==> src/rtl/cdir_pkg.sv <==
package cdir_pkg;
  typedef struct packed {
    logic hit;
    logic evict;
    logic wb;
  } cdir_flags_t;
endpackage

==> src/rtl/cdir_match.sv <==
module cdir_match #(
  parameter int WAYS  = 4,
  parameter int TAG_W = 11,
  localparam int IDX_W = $clog2(WAYS)
) (
  input  logic [WAYS-1:0]            vld,
  input  logic [WAYS-1:0][TAG_W-1:0] tags,
  input  logic [TAG_W-1:0]           look_tag,
  output logic [WAYS-1:0]            hit_vec,
  output logic                       hit,
  output logic [IDX_W-1:0]           hit_way
);
  for (genvar g = 0; g < WAYS; g++) begin : g_cmp
    assign hit_vec[g] = vld[g] && (tags[g] == look_tag);
  end

  assign hit = |hit_vec;

  always_comb begin
    hit_way = '0;
    for (int i = WAYS - 1; i >= 0; i--) begin
      if (hit_vec[i]) hit_way = IDX_W'(i);
    end
  end
endmodule

==> src/rtl/cdir_victim.sv <==
module cdir_victim #(
  parameter int WAYS = 4,
  localparam int IDX_W = $clog2(WAYS)
) (
  input  logic             clk,
  input  logic             rst_n,
  input  logic [WAYS-1:0]  vld,
  input  logic             fill,
  output logic [IDX_W-1:0] vic_way
);
  logic [IDX_W-1:0] ptr_q;
  logic             any_free;
  logic [IDX_W-1:0] free_way;

  always_comb begin
    any_free = 1'b0;
    free_way = '0;
    for (int i = WAYS - 1; i >= 0; i--) begin
      if (!vld[i]) begin
        any_free = 1'b1;
        free_way = IDX_W'(i);
      end
    end
  end

  assign vic_way = any_free ? free_way : ptr_q;

  always_ff @(posedge clk) begin
    if (!rst_n)    ptr_q <= '0;
    else if (fill) ptr_q <= ptr_q + 1'b1;
  end

  // the order pointer moves only when a line is filled
  a_r4_ptr_still: assert property (@(posedge clk) disable iff (!rst_n)
    !fill |=> $stable(ptr_q));
endmodule

==> src/rtl/cdir_stats.sv <==
module cdir_stats #(
  parameter int CNT_W    = 16,
  parameter int TIME_W   = 32,
  parameter int HIT_CYC  = 4,
  parameter int MISS_PEN = 40
) (
  input  logic              clk,
  input  logic              rst_n,
  input  logic              acc,
  input  logic              miss,
  output logic [CNT_W-1:0]  hit_cnt,
  output logic [CNT_W-1:0]  miss_cnt,
  output logic [TIME_W-1:0] time_acc
);
  localparam logic [CNT_W-1:0]  CNT_MAX  = '1;
  localparam logic [TIME_W-1:0] TIME_MAX = '1;

  logic [TIME_W:0] t_sum;
  assign t_sum = {1'b0, time_acc} + (TIME_W+1)'(HIT_CYC)
               + (miss ? (TIME_W+1)'(MISS_PEN) : '0);

  always_ff @(posedge clk) begin
    if (!rst_n) begin
      hit_cnt  <= '0;
      miss_cnt <= '0;
      time_acc <= '0;
    end else if (acc) begin
      if (!miss && hit_cnt != CNT_MAX)  hit_cnt  <= hit_cnt + 1'b1;
      if (miss && miss_cnt != CNT_MAX)  miss_cnt <= miss_cnt + 1'b1;
      time_acc <= t_sum[TIME_W] ? TIME_MAX : t_sum[TIME_W-1:0];
    end
  end

  a_r8_hits_monotonic: assert property (@(posedge clk) disable iff (!rst_n)
    1'b1 |=> hit_cnt >= $past(hit_cnt));
  a_r8_misses_monotonic: assert property (@(posedge clk) disable iff (!rst_n)
    1'b1 |=> miss_cnt >= $past(miss_cnt));
  a_r9_time_idle: assert property (@(posedge clk) disable iff (!rst_n)
    !acc |=> $stable(time_acc));
endmodule

==> src/rtl/fifo_cache_dir.sv <==
module fifo_cache_dir #(
  parameter int ADDR_W     = 16,
  parameter int LINE_BYTES = 32,
  parameter int WAYS       = 4,
  parameter int CNT_W      = 16,
  parameter int TIME_W     = 32,
  parameter int HIT_CYC    = 4,
  parameter int MISS_PEN   = 40,
  localparam int OFF_W = $clog2(LINE_BYTES),
  localparam int TAG_W = ADDR_W - OFF_W,
  localparam int IDX_W = $clog2(WAYS)
) (
  input  logic              clk,
  input  logic              rst_n,
  input  logic              req_valid,
  output logic              req_ready,
  input  logic [ADDR_W-1:0] req_addr,
  input  logic              req_write,
  output logic              rsp_valid,
  input  logic              rsp_ready,
  output logic              rsp_hit,
  output logic              rsp_evict,
  output logic [TAG_W-1:0]  rsp_evict_blk,
  output logic              rsp_wb,
  output logic [CNT_W-1:0]  hit_cnt,
  output logic [CNT_W-1:0]  miss_cnt,
  output logic [TIME_W-1:0] time_acc
);
  import cdir_pkg::*;

  logic [WAYS-1:0][TAG_W-1:0] tag_q;
  logic [WAYS-1:0]            vld_q;
  logic [WAYS-1:0]            dirty_q;

  logic [TAG_W-1:0] look_tag;
  logic [WAYS-1:0]  hit_vec;
  logic             hit;
  logic [IDX_W-1:0] hit_way;
  logic [IDX_W-1:0] vic_way;
  logic             accept;
  logic             fill;
  cdir_flags_t      flags_d, flags_q;

  assign look_tag  = req_addr[ADDR_W-1:OFF_W];
  assign req_ready = !rsp_valid || rsp_ready;
  assign accept    = req_valid && req_ready;
  assign fill      = accept && !hit;

  cdir_match #(.WAYS(WAYS), .TAG_W(TAG_W)) u_match (
    .vld(vld_q), .tags(tag_q), .look_tag(look_tag),
    .hit_vec(hit_vec), .hit(hit), .hit_way(hit_way)
  );

  cdir_victim #(.WAYS(WAYS)) u_victim (
    .clk(clk), .rst_n(rst_n), .vld(vld_q), .fill(fill), .vic_way(vic_way)
  );

  cdir_stats #(.CNT_W(CNT_W), .TIME_W(TIME_W), .HIT_CYC(HIT_CYC),
               .MISS_PEN(MISS_PEN)) u_stats (
    .clk(clk), .rst_n(rst_n), .acc(accept), .miss(!hit),
    .hit_cnt(hit_cnt), .miss_cnt(miss_cnt), .time_acc(time_acc)
  );

  always_comb begin
    flags_d.hit   = hit;
    flags_d.evict = !hit && vld_q[vic_way];
    flags_d.wb    = !hit && vld_q[vic_way] && dirty_q[vic_way];
  end

  always_ff @(posedge clk) begin
    if (!rst_n) begin
      vld_q   <= '0;
      dirty_q <= '0;
      tag_q   <= '0;
    end else if (accept) begin
      if (hit) begin
        if (req_write) dirty_q[hit_way] <= 1'b1;
      end else begin
        vld_q[vic_way]   <= 1'b1;
        tag_q[vic_way]   <= look_tag;
        dirty_q[vic_way] <= req_write;
      end
    end
  end

  always_ff @(posedge clk) begin
    if (!rst_n) begin
      rsp_valid     <= 1'b0;
      flags_q       <= '0;
      rsp_evict_blk <= '0;
    end else if (accept) begin
      rsp_valid     <= 1'b1;
      flags_q       <= flags_d;
      rsp_evict_blk <= tag_q[vic_way];
    end else if (rsp_ready) begin
      rsp_valid     <= 1'b0;
    end
  end

  assign rsp_hit   = flags_q.hit;
  assign rsp_evict = flags_q.evict;
  assign rsp_wb    = flags_q.wb;

  a_r10_hold: assert property (@(posedge clk) disable iff (!rst_n)
    rsp_valid && !rsp_ready |=> rsp_valid && $stable(rsp_hit) &&
      $stable(rsp_evict) && $stable(rsp_wb) && $stable(rsp_evict_blk));
  a_r7_wb_needs_evict: assert property (@(posedge clk) disable iff (!rst_n)
    rsp_wb |-> rsp_evict);
  a_r7_evict_on_miss: assert property (@(posedge clk) disable iff (!rst_n)
    rsp_valid && rsp_evict |-> !rsp_hit);
  a_r2_unique_tags: assert property (@(posedge clk) disable iff (!rst_n)
    $onehot0(hit_vec));
  a_r3_valid_grows: assert property (@(posedge clk) disable iff (!rst_n)
    1'b1 |=> $countones(vld_q) >= $past($countones(vld_q)));
endmodule

==> config.mk <==
export PLATFORM = sky130hd
export DESIGN_NAME = fifo_cache_dir
export DESIGN_NICKNAME = d
export VERILOG_FILES = /design/src/rtl/cdir_pkg.sv /design/src/rtl/cdir_match.sv /design/src/rtl/cdir_victim.sv /design/src/rtl/cdir_stats.sv /design/src/rtl/fifo_cache_dir.sv
export SDC_FILE = /design/constraint.sdc
export NUM_CORES = 1
export LEC_CHECK = 0
export BUFFER_PORTS_ARGS = -buffer_cell sky130_fd_sc_hd__clkbuf_2
export CAP_MARGIN = 20
export CORE_ASPECT_RATIO = 1.5
export CORE_MARGIN = 3
export CORE_UTILIZATION = 55
export DETAILED_ROUTE_END_ITERATION = 6
export GPL_ROUTABILITY_DRIVEN = 1
export PLACE_DENSITY = 0.82
export SYNTH_ARGS = -nofsm -noshare
export SYNTH_HDL_FRONTEND = slang
export SYNTH_SLANG_ARGS = --single-unit
==> constraint.sdc <==
create_clock -name clk -period 4.15 [get_ports clk]
set_input_delay 0.415 -clock clk [delete_from_list [all_inputs] [get_ports clk]]
set_output_delay 0.415 -clock clk [all_outputs]
set_load 0.02 [all_outputs]
# == Word level (Yosys, flattened, before mapping) ==
# Index checks and enable logic that the tools add are counted.
# totals
out_inout_bits,80
input_bits,21
regBits,133
# op_classes
n_eq_ne,7
n_lt_le_gt_ge,4
n_reduce_logical,21
n_bitwise,3
muxes,33
addsub,5
# op_table
op,n
$bwmux 44,1
$eq 11x11->1,4
$add 32x3->33 const B,1
$add 33x33->33,1
$add 16x1->16 const B,2
$mux 32,1
$ne 16x16->1 const B,2
$bmux 11 s2,1
$demux 11 s2,1
$mux 11,2
$mux 2,9
$logic_and 1x1->1,12
$mux 1,10
$mux 4,2
$or 4x4->4,2
$reduce_and 2->1,4
$lt 2x3->1 const B,2
$mux 6,1
$bmux 1 s2,2
$bwmux 4,1
$demux 1 s2,2
$ge 2x1->1 const B,2
$reduce_or 4->1,1
$add 2x1->2 const B,1
5 further kinds,6

# == Longest topological paths before layout ==
# Gate-level depths: netlist of run 1.
# depth
word_depth,13
mapped_depth,13
mapped_depth_nobuf,12

# == Modules after synthesis ==
# A second synthesis of run 1 with hierarchy kept.
# hier_totals
cells_unflattened,718
area_unflattened_um2,6961.7
# modules_own_cells
mod,area_per_inst_um2,cells_each,seq_area_each_um2,n_inst
cdir_stats,3146.8,353,1261.2,1
fifo_cache_dir,3024.2,273,1341.3,1
cdir_match,678.2,78,0.0,1
cdir_victim,112.6,14,40.0,1

# == Worst setup path before layout of run 1 ==
# OpenSTA, ideal clock, no wires.
# synth_timing
path_kind,input to register
from,input port req_addr[7]
to,register u_stats.time_acc[28]
setup_ps,116
t_required_ps,4034
stages,12
path_slack_ps,1138
arrival_time_ps,2896
cell_sequence,buf_2 -> xnor2_1 -> nand4_1 -> nor3_4 -> or2_2 -> nor3_1 -> fa_1 -> a31oi_1 -> nor4_2 -> and3_1 -> nand3_1 -> o211a_1
# synth_between
elab_chain_cells,6
word_cells_on_any_way,12
cone_classes,add/sub: 1; eq/ne: 4; mux: 2; reduce/logical: 5
# synth_lines
element,line,rtl
"start, declared",fifo_cache_dir.sv:17,"input logic [ADDR_W-1:0] req_addr,"
$eq 11x11->1,cdir_match.sv:14,assign hit_vec[g] = vld[g] && (tags[g] == look_tag);
$logic_and 1x1->1,cdir_match.sv:14,
$reduce_or 4->1 *,cdir_match.sv:17,assign hit = |hit_vec;
$mux 6 *,cdir_stats.sv:20,+ (miss ? (TIME_W+1)'(MISS_PEN) : '0);
$add 33x33->33 *,cdir_stats.sv:20,
$mux 32 *,cdir_stats.sv:30,time_acc <= t_sum[TIME_W] ? TIME_MAX : t_sum[TIME_W-1:0];
"end signal, assigned",cdir_stats.sv:30,
"end, declared",cdir_stats.sv:13,output logic [TIME_W-1:0] time_acc
# Mark *: on every way between the ends. The rest lies on a longest branch, timed or not.
# A chain may end at the register's enable or synchronous reset.

# == Worst setup path after layout of run 1 ==
# layout_timing
from,register tag_q[13] (netlist name)
to,register u_stats.time_acc[28]
# layout_between
elab_chain_cells,6
# layout_lines
element,line,rtl
"start, declared",fifo_cache_dir.sv:31,logic [WAYS-1:0][TAG_W-1:0] tag_q;
"start signal, assigned by index",fifo_cache_dir.sv:80,tag_q[vic_way] <= look_tag;
$eq 11x11->1,cdir_match.sv:14,
$logic_and 1x1->1,cdir_match.sv:14,
$reduce_or 4->1,cdir_match.sv:17,
$mux 6,cdir_stats.sv:20,
$add 33x33->33,cdir_stats.sv:20,
$mux 32,cdir_stats.sv:30,
# Every way passes these cells.

==> metrics.txt, run 1 <==
crit path DAT 3.74 ns; CTS buffer count 17; top_reg_cell synth dfxtp_1; gr ovfl total 0; cts hold-fix bufs 0; CP delay by family, top simple AND/OR/NAND/NOR gates; final wirelength 18800 um; Resized Gates After CTS 0; final hold vios 0; die area 13600 um2; Final Wtd Congestion 0.936; I/O Pins 101; Post-Layout Inst Area 7840 um2; Reg2Reg Setup Slack 0.71 ns; Synth async-reset ratio 0%; CP peak stage delay 0.71 ns; Max Cap Violations 0; Inserted Diodes 0; First DRT Iteration DRCs 456; Clock Tree Buf Depth 2; die width 96.2 um; Slew @ Worst Pin 0.922 ns; CTS tree yes; WL per Instance 18.5 um; WP buf/inv 0; Worst setup SP type flip-flop; endpoint type of the worst setup path flip-flop; core region area 11700 um2; first-pass GRT wire length 30300 um; Util after Layout 66.9%; Initial DRT Pass Iterations 5; port bufs 95; Post-Syn Area 6710 um2; clock skew 0.00782 ns; synth cell count leaders dfxtp_1, a21oi_1, nand2_1; P per Cell Area 397 nW/um2; largest net degree at the start of global routing 72; Cell Rows 48; DRC Markers 0; CTS Root Cell clkbuf_16; H-tree levels 4; RSZ-0062 raised after global routing no; CP Max Fanout 8; via count 6598; DRT antenna net count 0; Synth area leader dfxtp_1; Yosys top cell area share 39.4%; Worst Path Required 4.46 ns; DR vias/cell 6.49; fmax 0.291 GHz; initial antenna violation count 0; vias in the first global route 6292; Final Cycle Share 82.8%; top post-synthesis cells by area dfxtp_1, a21oi_1, xnor2_1; Worst Setup Path Type flip-flop to flip-flop; max-slew violations 0; Post-synth EDFFs 0; number of fill cells 958; DP HPWL 12800 um; placed instance area 7210 um2; crit-path cells xnor2_1 -> nand4_1 -> nor3_4 -> or2_2 -> nor3_1 -> ha_1 -> a31oi_1 -> nor4_2 -> and3_1 -> nand3_1 -> o211a_1; clock sink count 132; layout cell share with drive strength beyond 1 17.8%; Peak VDD IR 310 uV; Synth-to-Final Area Change 16.8%; DIE HEIGHT 141 um; Final min period 3.44 ns; Yosys reg bits 132; status finished, final reports clean; synth warn 0; setup_tns 0 ns; sequential-to-total area share from yosys stat 39.4%; Pwr Total 3.11 mW; total track usage 27.8%; Cell variety after synth 56; slowest CP cell nor4_2; Rel. slew slack 38.0%; Final #Nets 880; most common cell in the netlist dfxtp_1; worst min path class primary input to flip-flop; Syn Inst Count 791; Starting Density 57.3%; Setup-failing EPs final 0; clk_lat worst skew 0.42 ns; Reg clk slew, reported paths 0.06 ns; synthesized net count 817; Lkg Pwr 2.94 nW; setup repair bufs after CTS 0; Mean Syn Cell Area 8.49 um2
stage by stage:
step	setup WS (ns)	hold WS (ns)	cells
after floorplan	1.14	0.456	791
after global placement	0.580	0.449	983
after detailed placement	0.517	0.460	983
after CTS	0.796	0.268	1015
after global routing	0.453	0.291	1017
final	0.713	0.277	1017
cells by family (layout without fill, tap and decap cells):
family / after synthesis / after routing / share of synthesized area, %
mux: 26 / 26 / 3.88
fa+ha+maj: 5 / 5 / 1.04
simple gates: 265 / 265 / 22.1
xor+xnor: 64 / 64 / 8.35
flops: 132 / 132 / 39.4
compound gates: 217 / 217 / 19.9
buf+inv: 82 / 158 / 5.27
metal layers:
layer,share of wire (%),vias up,global-route usage [%]
met5,0,-,0
met4,3.1,0,11.8
met3,6.1,50,6.15
met2,52,309,48.3
met1,39,3170,32.0
li1,-,3069,-
worst reg2reg max path, stage by stage, from the launching register on:
cell and delay (ns):
dfxtp_1 0.33, xnor2_1 0.35, nand4_1 0.21, nor3_4 0.36, or2_2 0.19, nor3_1 0.09, ha_1 0.36, a31oi_1 0.23
nor4_2 0.71, and3_1 0.29, nand3_1 0.08, o211a_1 0.13
final timing paths:
kind	start	end	cells past startpoint
worst min-delay path	req_valid	rsp_valid	3
worst max register to register	tag_q[13]	u_stats.time_acc[28]	11
worst min register to register	u_stats.time_acc[1]	u_stats.time_acc[1]	2
worst max-delay path	tag_q[13]	u_stats.time_acc[28]	11
state kept, by name (all words and copies together), names as in the netlist:
register	cells
rsp_hit	1
u_stats.miss_cnt	16
dirty_q	4
rsp_valid	1
u_stats.hit_cnt	16
vld_q	4
u_stats.time_acc	31
tag_q	44
u_victim.ptr_q	2
rsp_evict_blk	11
rsp_evict	1
rsp_wb	1
power breakdown:
group | switching (mW) | internal (mW)
clock network | 0.544 | 0.961
registers | 0.0331 | 1.30
logic | 0.180 | 0.0921
total | 0.756 | 2.35
cells in the final DEF, fill, tap and decap left out, drive strengths merged, types with 2 or more instances in the layout:
| cell type | instances |
|---|---|
| dfxtp | 132 |
| clkbuf | 120 |
| a21oi | 91 |
| nand2 | 67 |
| xnor2 | 49 |
| nand4 | 44 |
| nand3 | 44 |
| o21ai | 37 |
| o31ai | 36 |
| mux2i | 26 |
| or4 | 24 |
| nor3 | 18 |
| buf | 16 |
| and3 | 15 |
| xor2 | 15 |
| inv | 14 |
| a221oi | 11 |
| a22oi | 11 |
| nor2 | 10 |
| a31oi | 10 |
| and2 | 8 |
| nor4 | 8 |
| nand2b | 7 |
| or3 | 6 |
| and4 | 6 |
| ha | 4 |
| o41ai | 4 |
| clkinvlp | 3 |
| clkinv | 3 |
| a21boi | 3 |
| a211oi | 2 |
| a311oi | 2 |
| nor2b | 2 |
| bufinv | 2 |
cell type report:
cell class	count	area (um2)	share of cell area, %
Sequential cell	132	2640	33.7
Inverter	14	52.6	0.670
Timing Repair Buffer	112	621	7.92
Multi-Input combinational cell	577	3730	47.7
Tap cell	150	188	2.39
Clock inverter	8	97.6	1.25
Clock buffer	24	502	6.40
No activity file was read; power rests on OpenSTA's default activity.
==> inputs of run 2 (changes only) <==
--- a/config.mk
+++ b/config.mk
@@ -5,6 +5,7 @@
 export SDC_FILE = /design/constraint.sdc
 export NUM_CORES = 1
 export LEC_CHECK = 0
+export ABC_AREA = 1
 export BUFFER_PORTS_ARGS = -buffer_cell sky130_fd_sc_hd__clkbuf_2
 export CAP_MARGIN = 20
 export CORE_ASPECT_RATIO = 1.5
@@ -12,7 +13,7 @@
 export CORE_UTILIZATION = 55
 export DETAILED_ROUTE_END_ITERATION = 6
 export GPL_ROUTABILITY_DRIVEN = 1
-export PLACE_DENSITY = 0.82
+export PLACE_DENSITY = 0.81
 export SYNTH_ARGS = -nofsm -noshare
 export SYNTH_HDL_FRONTEND = slang
 export SYNTH_SLANG_ARGS = --single-unit
==> constraint.sdc (replaced) <==
create_clock -name clk -period 3.55 [get_ports clk]
set_input_delay 0.355 -clock clk [delete_from_list [all_inputs] [get_ports clk]]
set_output_delay 0.355 -clock clk [all_outputs]
set_load 0.02 [all_outputs]
==> run 2 against run 1 <==
  * Cell area grew 15%
  * Final cell count up 51%
  * Highest routed layer unchanged
  * Clock skew decreased by 0.0013 ns
  * Sequential share of layout area is 4.3 points lower
  * Die area up 17%
==> metrics.txt, run 2 <==
layout cell share with drive strength beyond 1 12.6% (-5.2 points); Max Cap Violations 0 (unchanged); DR vias/cell 5.41 (-17%); clock sink count 132 (unchanged); CTS tree yes; CTS buffer count 17 (unchanged); top_reg_cell synth dfxtp_1; Synth-to-Final Area Change 13.7%; most common cell after layout, fill and taps aside nand2_1; fmax 0.324 GHz (+11%); CTS Root Cell clkbuf_16; synthesized net count 1281 (+57%); crit path DAT 3.46 ns (-0.28 ns); final std cells w/o fill 1532 (+51%); setup_tns 0 ns (unchanged); DRT antenna net count 0 (unchanged); I/O Pins 101 (unchanged); Worst setup SP type flip-flop; Setup WS pre-CTS 0.305 ns (-0.213 ns); Post-Layout Inst Area 8980 um2 (+15%); slowest CP cell dfxtp_1; First DRT Iteration DRCs 415 (-9.0%); DIE HEIGHT 153 um (+8.1%); gr ovfl total 0 (unchanged); die width 104 um (+7.9%); CP Max Fanout 13 (+5); Syn Inst Count 1255 (+59%); via count 8282 (+26%); synth warn 0 (unchanged); Cell variety after synth 44 (-21%); WP buf/inv 3 (+3); cts hold-fix bufs 0 (unchanged); DP HPWL 16100 um (+26%); Reg clk slew, reported paths 0.06 ns (about the same); Peak VDD IR 339 uV (+9.4%); Largest regs tag_q x44, u_stats.time_acc x31; CP peak stage delay 0.45 ns (-0.26 ns); status finished, final reports clean; crit-path cells inv_1 -> a21oi_1 -> nand2_1 -> nor2_1 -> nand3_1 -> nand2_2 -> nor2_2 -> ha_1 -> nand3_1 -> nand2_1 -> inv_1 -> nor4_2 -> nand2_1 -> nor2_4 -> nand2_1 -> nand2_1 -> o21ai_0 -> inv_1; top post-synthesis cells by area dfxtp_1, nand2_1, inv_1; core region area 14100 um2 (+20%); vias in the first global route 7921 (+26%); initial antenna violation count 0 (unchanged); worst hold margin 0.220 ns (-0.0576 ns); Starting Density 56.2% (-1.1 points); die area 15900 um2 (+17%); placed instance area 8370 um2 (+16%); RSZ-0062 raised after global routing no; Yosys top cell area share 33.5% (-5.9 points); Mean Syn Cell Area 6.29 um2 (-26%); Yosys reg bits 132 (unchanged); final wirelength 22200 um (+18%); max reg flops 44 (unchanged); Setup-failing EPs final 0 (unchanged); total track usage 28.1% (+0.29 points); largest net degree at the start of global routing 82 (+14%); Post-synth EDFFs 0 (unchanged); worst min path class primary input to flip-flop; sequential-to-total area share from yosys stat 33.5% (-5.9 points); most used cell, CP nand2_1; Inserted Diodes 0 (unchanged); Final min period 3.09 ns (-0.352 ns); P per Cell Area 428 nW/um2 (+7.8%); most common cell in the netlist nand2_1; Slew @ Worst Pin 0.770 ns (-0.152 ns); Cell Rows 53 (+10%); endpoint type of the worst setup path flip-flop; Final #Nets 1353 (+54%); H-tree levels 4 (unchanged); Rel. slew slack 48.7% (+11 points); most frequent cells in the layout nand2_1, inv_1, nor2_1; port bufs 95 (unchanged); Inst Count DP 1500 (+53%); Worst Path Required 3.92 ns (-0.54 ns); final worst setup slack 0.465 ns (-0.248 ns); Initial DRT Pass Iterations 7 (+2); clk_lat worst skew 0.43 ns (about the same); max-slew violations 0 (unchanged); final hold vios 0 (unchanged); clock skew 0.00652 ns (-0.00130 ns); Pwr Total 3.84 mW (+24%); Post-Syn Area 7900 um2 (+18%); DRC Markers 0 (unchanged); Clock Tree Buf Depth 2 (unchanged); Util after Layout 63.9% (-3.0 points); first-pass GRT wire length 36800 um (+21%); Synth async-reset ratio 0% (unchanged); synth cell count leaders nand2_1, inv_1, nor2_1; setup repair bufs after CTS 0 (unchanged); WL per Instance 14.5 um (-21%); Reg with most FFs tag_q; Synth area leader dfxtp_1; Resized Gates After CTS 0 (unchanged); CP delay by family, top simple AND/OR/NAND/NOR gates; Final Wtd Congestion 0.972 (+3.8%); Worst Setup Path Type flip-flop to flip-flop; Lkg Pwr 3.99 nW (+36%); Final Cycle Share 86.9% (+4.1 points)
==> run 2: worst paths after layout <==
| check | slack [ns] | depth (start not counted) | start | to |
|---|---|---|---|---|
| worst max-delay path | 0.46 | 18 | vld_q[0] | u_stats.time_acc[11] |
| worst min-delay path | 0.22 | 4 | rsp_ready | rsp_valid |
| worst max register to register | 0.46 | 18 | vld_q[0] | u_stats.time_acc[11] |
| worst min register to register | 0.46 | 2 | dirty_q[3] | dirty_q[3] |
==> run 2: metal layers <==
| metal | wire [um] | GRT usage [%] |
|---|---|---|
| met5 | 0 | 0 |
| met4 | 1380 | 17.9 |
| met3 | 1380 | 6.27 |
| met2 | 11100 | 50.4 |
| met1 | 8310 | 29.3 |
==> run 2: logic make-up after synthesis <==
logic type,count (synthesis),synth area share (%)
and+or+nand+nor,639,34.8
adders and majority gates,5,0.887
DFF,132,33.5
xor gates and xnor gates,38,4.21
buffers and inverters,222,12.1
AOI/OAI and AO/OA,219,14.5
==> run 2: power by group <==
| part | leakage [nW] | switching [mW] | internal (mW) |
|---|---|---|---|
| Combinational | 2.62 | 0.309 | 0.134 |
| Clock | 0.296 | 0.690 | 1.14 |
| Sequential | 1.07 | 0.0371 | 1.53 |
| Total | 3.99 | 1.04 | 2.81 |
==> run 2: cell type report <==
| class | instances | area (um2) |
|---|---|---|
| clock buffer | 20 | 457 |
| tap | 192 | 240 |
| fill | 1359 | 5070 |
| timing repair buffer | 102 | 528 |
| inverter | 173 | 662 |
| multi-input combinational | 901 | 4300 |
| clock inverter | 12 | 155 |
| sequential | 132 | 2640 |
==> run 2: tightest hold or removal path, delay by kind of cell <==
family | cells | cell delay [ns]
compound gates | 1 | 0.07
buf+inv | 2 | 0.10
simple gates | 1 | 0.08
